### src/rtl/pwmgen_pkg.sv
package pwmgen_pkg;
  localparam int DEF_NMAIN = 6;
  localparam int DEF_TW    = 12;
  localparam int DEF_AW    = 5;
  typedef enum logic [1:0] {LS_IDLE, LS_WAIT, LS_BLANK} latch_st_t;
endpackage

### src/rtl/pwm_cnt.sv
module pwm_cnt #(
  parameter int W = 12
) (
  input  logic         clk,
  input  logic         rst,
  input  logic         en,
  input  logic         restart,
  input  logic [W-1:0] period,
  output logic [W-1:0] cnt,
  output logic         wrap
);
  logic [W:0] nxt;
  assign nxt  = {1'b0, cnt} + (W+1)'(1);
  assign wrap = nxt >= {1'b0, period};

  always_ff @(posedge clk) begin
    if (rst || !en)    cnt <= '0;
    else if (restart)  cnt <= '0;
    else if (wrap)     cnt <= '0;
    else               cnt <= nxt[W-1:0];
  end

  // count never reaches the active period value
  a_r1_cnt_in_range: assert property (@(posedge clk) disable iff (rst)
    (cnt == '0) || (cnt < period));
endmodule

### src/rtl/pwm_edge.sv
module pwm_edge #(
  parameter int W = 12
) (
  input  logic         clk,
  input  logic         rst,
  input  logic         gate,
  input  logic [W-1:0] cnt,
  input  logic [W-1:0] rise,
  input  logic [W-1:0] fall,
  output logic         q
);
  always_ff @(posedge clk) begin
    if (rst) q <= 1'b0;
    else     q <= gate && (cnt >= rise) && (cnt < fall);
  end

  // equal edges give a flat low output
  a_r2_equal_low: assert property (@(posedge clk) disable iff (rst)
    (rise == fall) |=> !q);
  // a gated channel is low on the next cycle
  a_r8_gate_low: assert property (@(posedge clk) disable iff (rst)
    !gate |=> !q);
endmodule

### src/rtl/pwm_regbank.sv
module pwm_regbank
  import pwmgen_pkg::*;
#(
  parameter int NCH = 7,
  parameter int TW  = 12,
  parameter int AW  = 5
) (
  input  logic                    clk,
  input  logic                    rst,
  input  logic                    wr_en,
  input  logic [AW-1:0]           wr_addr,
  input  logic [TW-1:0]           wr_data,
  input  logic                    boundary,
  output logic [TW-1:0]           per_o,
  output logic [TW-1:0]           aper_o,
  output logic [NCH-1:0][TW-1:0]  rise_o,
  output logic [NCH-1:0][TW-1:0]  fall_o,
  output logic                    copy_o,
  output logic                    forced_o,
  output logic                    busy_o
);
  localparam int EDGE_BASE = 2;
  localparam int CTRL_ADDR = EDGE_BASE + 2 * NCH;
  localparam int LATCH_BIT = 1;

  logic [TW-1:0] sh_per, sh_aper, act_per, act_aper;
  logic [TW-1:0] sh_rise [NCH];
  logic [TW-1:0] sh_fall [NCH];
  logic [TW-1:0] act_rise [NCH];
  logic [TW-1:0] act_fall [NCH];
  latch_st_t     state;
  logic [AW-1:0] idx;
  logic          in_edge, cmd;

  assign idx     = wr_addr - AW'(EDGE_BASE);
  assign in_edge = (wr_addr >= AW'(EDGE_BASE)) && (wr_addr < AW'(CTRL_ADDR));
  assign cmd     = wr_en && (wr_addr == AW'(CTRL_ADDR)) && wr_data[LATCH_BIT];
  assign copy_o  = (state == LS_WAIT) && boundary;
  assign forced_o = (state != LS_IDLE);
  assign busy_o  = (state == LS_WAIT);

  // shadow set
  always_ff @(posedge clk) begin
    if (rst) begin
      sh_per  <= '0;
      sh_aper <= '0;
      for (int c = 0; c < NCH; c++) begin
        sh_rise[c] <= '0;
        sh_fall[c] <= '0;
      end
    end else if (wr_en) begin
      if (wr_addr == AW'(0)) sh_per  <= wr_data;
      if (wr_addr == AW'(1)) sh_aper <= wr_data;
      for (int c = 0; c < NCH; c++) begin
        if (in_edge && (idx[AW-1:1] == (AW-1)'(c))) begin
          if (idx[0]) sh_fall[c] <= wr_data;
          else        sh_rise[c] <= wr_data;
        end
      end
    end
  end

  // active set, copied as one
  always_ff @(posedge clk) begin
    if (rst) begin
      act_per  <= '0;
      act_aper <= '0;
      for (int c = 0; c < NCH; c++) begin
        act_rise[c] <= '0;
        act_fall[c] <= '0;
      end
    end else if (copy_o) begin
      act_per  <= sh_per;
      act_aper <= sh_aper;
      for (int c = 0; c < NCH; c++) begin
        act_rise[c] <= sh_rise[c];
        act_fall[c] <= sh_fall[c];
      end
    end
  end

  // latch sequencing
  always_ff @(posedge clk) begin
    if (rst) state <= LS_IDLE;
    else begin
      case (state)
        LS_IDLE:  if (cmd)      state <= LS_WAIT;
        LS_WAIT:  if (boundary) state <= LS_BLANK;
        LS_BLANK: if (boundary) state <= LS_IDLE;
        default:                state <= LS_IDLE;
      endcase
    end
  end

  assign per_o  = act_per;
  assign aper_o = act_aper;
  for (genvar c = 0; c < NCH; c++) begin : g_out
    assign rise_o[c] = act_rise[c];
    assign fall_o[c] = act_fall[c];
  end

  // pending flag drops right after the copy
  a_r7_busy_clears: assert property (@(posedge clk) disable iff (rst)
    ((state == LS_WAIT) && boundary) |=> !busy_o);
  // blank period lasts until the next wrap
  a_r6_blank_holds: assert property (@(posedge clk) disable iff (rst)
    ((state == LS_BLANK) && !boundary) |=> forced_o);
  // active period takes the shadow value at the copy
  a_r5_copy_takes_shadow: assert property (@(posedge clk) disable iff (rst)
    copy_o |=> (act_per == $past(sh_per)));
  // active values frozen without a copy
  a_r4_active_frozen: assert property (@(posedge clk) disable iff (rst)
    !copy_o |=> $stable(act_per) && $stable(act_aper));
  // idle stays idle without a valid command
  a_r10_idle_hold: assert property (@(posedge clk) disable iff (rst)
    ((state == LS_IDLE) && !cmd) |=> (state == LS_IDLE));
endmodule

### src/rtl/pwm_timing_gen.sv
module pwm_timing_gen
  import pwmgen_pkg::*;
#(
  parameter int NMAIN = DEF_NMAIN,
  parameter int TW    = DEF_TW,
  parameter int AW    = DEF_AW
) (
  input  logic               clk,
  input  logic               rst,
  input  logic               en,
  input  logic [NMAIN:0]     out_en,
  input  logic               wr_en,
  input  logic [AW-1:0]      wr_addr,
  input  logic [TW-1:0]      wr_data,
  output logic [NMAIN:0]     pwm_o,
  output logic               busy_o
);
  localparam int NCH = NMAIN + 1;

  logic [TW-1:0]          per, aper, m_cnt, a_cnt;
  logic [NCH-1:0][TW-1:0] rise, fall;
  logic                   m_wrap, a_wrap, copy, forced, boundary;

  assign boundary = en && m_wrap;

  pwm_regbank #(.NCH(NCH), .TW(TW), .AW(AW)) u_regs (
    .clk(clk), .rst(rst), .wr_en(wr_en), .wr_addr(wr_addr), .wr_data(wr_data),
    .boundary(boundary), .per_o(per), .aper_o(aper), .rise_o(rise),
    .fall_o(fall), .copy_o(copy), .forced_o(forced), .busy_o(busy_o)
  );

  pwm_cnt #(.W(TW)) u_main_cnt (
    .clk(clk), .rst(rst), .en(en), .restart(copy), .period(per),
    .cnt(m_cnt), .wrap(m_wrap)
  );

  pwm_cnt #(.W(TW)) u_aux_cnt (
    .clk(clk), .rst(rst), .en(en), .restart(copy), .period(aper),
    .cnt(a_cnt), .wrap(a_wrap)
  );

  for (genvar i = 0; i < NCH; i++) begin : g_ch
    logic [TW-1:0] src;
    if (i < NMAIN) begin : g_main
      assign src = m_cnt;
    end else begin : g_aux
      assign src = a_cnt;
    end
    pwm_edge #(.W(TW)) u_edge (
      .clk(clk), .rst(rst), .gate(en && out_en[i] && !forced),
      .cnt(src), .rise(rise[i]), .fall(fall[i]), .q(pwm_o[i])
    );
  end

  // every output low while a reload is in progress
  a_r6_forced_low: assert property (@(posedge clk) disable iff (rst)
    forced |=> (pwm_o == '0));
  // disabled block is silent and its counter parked
  a_r9_disabled: assert property (@(posedge clk) disable iff (rst)
    !en |=> ((pwm_o == '0) && (m_cnt == '0) && (a_cnt == '0)));
endmodule

### config.mk
export PLATFORM = sky130hd
export DESIGN_NAME = pwm_timing_gen
export DESIGN_NICKNAME = d
export VERILOG_FILES = /design/src/rtl/pwmgen_pkg.sv /design/src/rtl/pwm_cnt.sv /design/src/rtl/pwm_edge.sv /design/src/rtl/pwm_regbank.sv /design/src/rtl/pwm_timing_gen.sv
export SDC_FILE = /design/constraint.sdc
export NUM_CORES = 1
export LEC_CHECK = 0
export BUFFER_PORTS_ARGS = -buffer_cell sky130_fd_sc_hd__buf_2
export CORE_MARGIN = 3
export CORE_UTILIZATION = 45
export CTS_BUF_LIST = sky130_fd_sc_hd__clkbuf_16
export CTS_CLUSTER_SIZE = 8
export DETAILED_ROUTE_END_ITERATION = 6
export SLEW_MARGIN = 10
export SYNTH_ARGS = -nofsm -noshare
export SYNTH_HDL_FRONTEND = slang
export SYNTH_SLANG_ARGS = --single-unit
### constraint.sdc
create_clock -name clk -period 6.1 [get_ports clk]
set_clock_uncertainty 0.2 [all_clocks]
set_input_delay 0.915 -clock clk [delete_from_list [all_inputs] [get_ports clk]]
set_output_delay 0.915 -clock clk [all_outputs]
set_load 0.005 [all_outputs]
==> flow_summary.yaml <==
sta:
  worst_pin_slew_ps: 1248
  max_freq_mhz: 241.7
  fin_ws_ps: 1963
  min_period_over_period_pct: 67.82
  hold_viol: 0
  rsz0062_at_grt: "no"
  fin_tns_setup_ps: 0
  period_minus_slack_ps: 4137
  finalMaxSlewViolations: 0
  slew_headroom_pct: 16.79
  setup_viol: 0
placement:
  io_buffers: 35
  pre_cts_slack_ps: 2011
  gp_congestion: 0.8003
  place_hpwl_mm: 27.71
  placed_area_um2: 20930
yosys:
  yosys.area.top_type_share_pct: 50.02
  avgSynthCellArea_um2: 11.62
  synth.yosys.seq_area_share_pct: 58.06
  synth_area_leaders: "edfxtp_1 (50%), ha_1 (12%), dfxtp_1 (8.0%), and2_1 (4.6%), inv_1 (3.9%)"
  synth_top_area_cell: "edfxtp_1"
  ys_warn_count: 0
  ys_types: 48
  synth_nets: 1951
  synth_edf_count: 336
  synthArstFlopShare_pct: 0
  yosysMostFrequentCell: "edfxtp_1"
  netlist_area_um2: 20170
  synth-seq-cells: 417
  netlist_instances: 1736
  synth_ff_type: "edfxtp_1"
  synth_commonest_cells: "edfxtp_1 (336), inv_1 (211), ha_1 (187), nor2_1 (169), and2_1 (148)"
hold_path:
  hold_path.class: "flip-flop to flip-flop"
  min_path_cells: 2
die:
  die_w_um: 217.7
  io_pins: 36
  die_height_um: 217.7
  start_util_pct: 46.21
  dieArea_um2: 47400
  core_area_um2: 43650
  rows: 76
global_route:
  antenna_found_initial: 0
  grt_overflow: 0
  grtUsageTotal_pct: 19.75
  grt_pass1_vias: 12250
  grt_max_degree: 146
  grt_pass1_wl_mm: 70.71
worst_setup_path:
  cp-end-kind: "flip-flop"
  worstPathRequired_ps: 6120
  cp_max_fo: 96
  start_kind: "flip-flop"
  critPathArrivalTime_ps: 4160
  worstRegToRegCells: 11
  worstSetupPathType: "flip-flop to flip-flop"
status:
  status: "completed"
clock_tree:
  clk_pin_slew_ps: 50
  htreeDepth: 2
  postCtsSetupBuffers: 0
  cts_resized: 0
  cts_buffers: 58
  worstSkewPairLatency_ps: 590
  root_buffer: "clkbuf_16"
  clock-sinks: 417
  cts_hold_buf: 0
  cts_tree: "done"
  cts_buffer_depth: 3
routing:
  routed_wl_mm: 45.57
  drt_iter0_drc: 826
  first_pass_iters: 5
  wl_per_cell_um: 18.89
  vias_per_cell: 5.108
  drc: 0
  num_vias: 12320
  antenna_left: 0
flow_run:
  maxCapViolations: 0
finish:
  stdcell_area_um2: 22630
  fill_cells: 3743
  regArea_um2: 11710
  fin_nets: 1996
  drive_gt1_share_pct: 7.225
  syn_to_final_growth_pct: 12.18
  multi_input_area_um2: 7302
  num_antenna_cells: 0
power_and_ir_drop:
  p_leak_nw: 9.533
  power_density_nw_per_um2: 282.3
  ir_drop_v: 0.0001819
cell families (layout without fill, tap and decap cells):
kind of cell / count (synthesis) / in the layout / share of synthesized area [%]
xor gates and xnor gates: 20 / 20 / 0.8684
muxes: 24 / 24 / 1.191
buffers and inverters: 284 / 375 / 5.769
and+or+nand+nor: 605 / 605 / 15.60
AOI/OAI and AO/OA: 199 / 199 / 6.911
DFF: 417 / 417 / 58.06
adders and majority gates: 187 / 187 / 11.60
flip-flops by register name, summed over array words and instances, names as in the netlist:
register	count
u_aux_cnt.cnt	12
g_ch.u_edge.q	7
u_regs.sh_per	12
u_regs.aper_o	12
u_regs.per_o	12
u_regs.sh_fall	84
u_regs.act_rise	84
u_regs.state	2
u_regs.sh_rise	84
u_regs.sh_aper	12
u_regs.act_fall	84
u_main_cnt.cnt	12
worst max-delay path, stage by stage (launching register included):
cell and delay [ps]:
dfxtp_1 990, nand4_1 370, nor2_1 240, nand3_1 110, xnor2_1 170, ha_1 310
nand3_1 80, nor3_1 180, o211ai_1 260, a21oi_4 210, or2_4 160, buf_12 390
area by class of cell:
class,count,share of cell area (%)
Clock buffer,61,6.747
Inverter,211,3.501
Timing Repair Buffer,58,1.714
Tap cell,585,3.235
Sequential cell,417,51.76
Multi-Input combinational cell,1035,32.27
Clock inverter,45,0.7687
final timing paths:
| path | startpoint | endpoint | slack (ps) |
|---|---|---|---|
| worst max-delay path | u_main_cnt.cnt[7] | u_regs.act_fall[0][46] | 1960 |
| worst min-delay path | u_regs.sh_per[1] | u_regs.sh_per[1] | 250 |
| worst max register to register | u_main_cnt.cnt[7] | u_regs.act_fall[0][46] | 1960 |
| worst min register to register | u_regs.sh_per[1] | u_regs.sh_per[1] | 250 |
placed cells by master (no fill, tap or decap), types with 23 or more instances in the layout:
master	Yosys	routed
clkbuf_16	0	61
ha_1	187	187
a21o_1	33	33
buf_2	0	34
mux2i_1	24	24
o21ai_0	27	26
nor2_1	169	169
nor2b_1	39	39
and2_1	148	148
o21a_1	23	23
edfxtp_1	336	336
dfxtp_1	81	81
nand2_1	88	88
a21oi_1	41	41
nand2b_1	89	87
inv_1	211	255
metal layers:
| metal | part of all wire (%) | GRT usage, % |
|---|---|---|
| met1 | 45 | 26.49 |
| met2 | 47 | 32.60 |
| met3 | 4.5 | 2.940 |
| met4 | 3.4 | 7.567 |
| met5 | 0 | 0 |
report_power, final:
group          total (mW)  leakage, nW  switching [mW]  internal [mW]
registers            3.21         3.98          0.0246           3.19
clock network        2.93        0.990            1.16           1.76
logic               0.245         4.56           0.172         0.0729
total                6.39         9.53            1.36           5.03
through the flow:
| stage | instances | util (%) | power (mW) | hold WS (ps) |
|---|---|---|---|---|
| final | 2412 | 51.84 | 6.386 | 253.3 |
| after floorplan | 1736 | - | 3.414 | 236.8 |
| after CTS | 2412 | 51.84 | 6.463 | 255.0 |
| after global placement | 2306 | 47.94 | 3.511 | 241.3 |
| after detailed placement | 2306 | 47.94 | 3.519 | 248.4 |
| after global routing | 2412 | 51.84 | 6.626 | 274.0 |
Note: power is estimated with default switching activity, not from simulation.
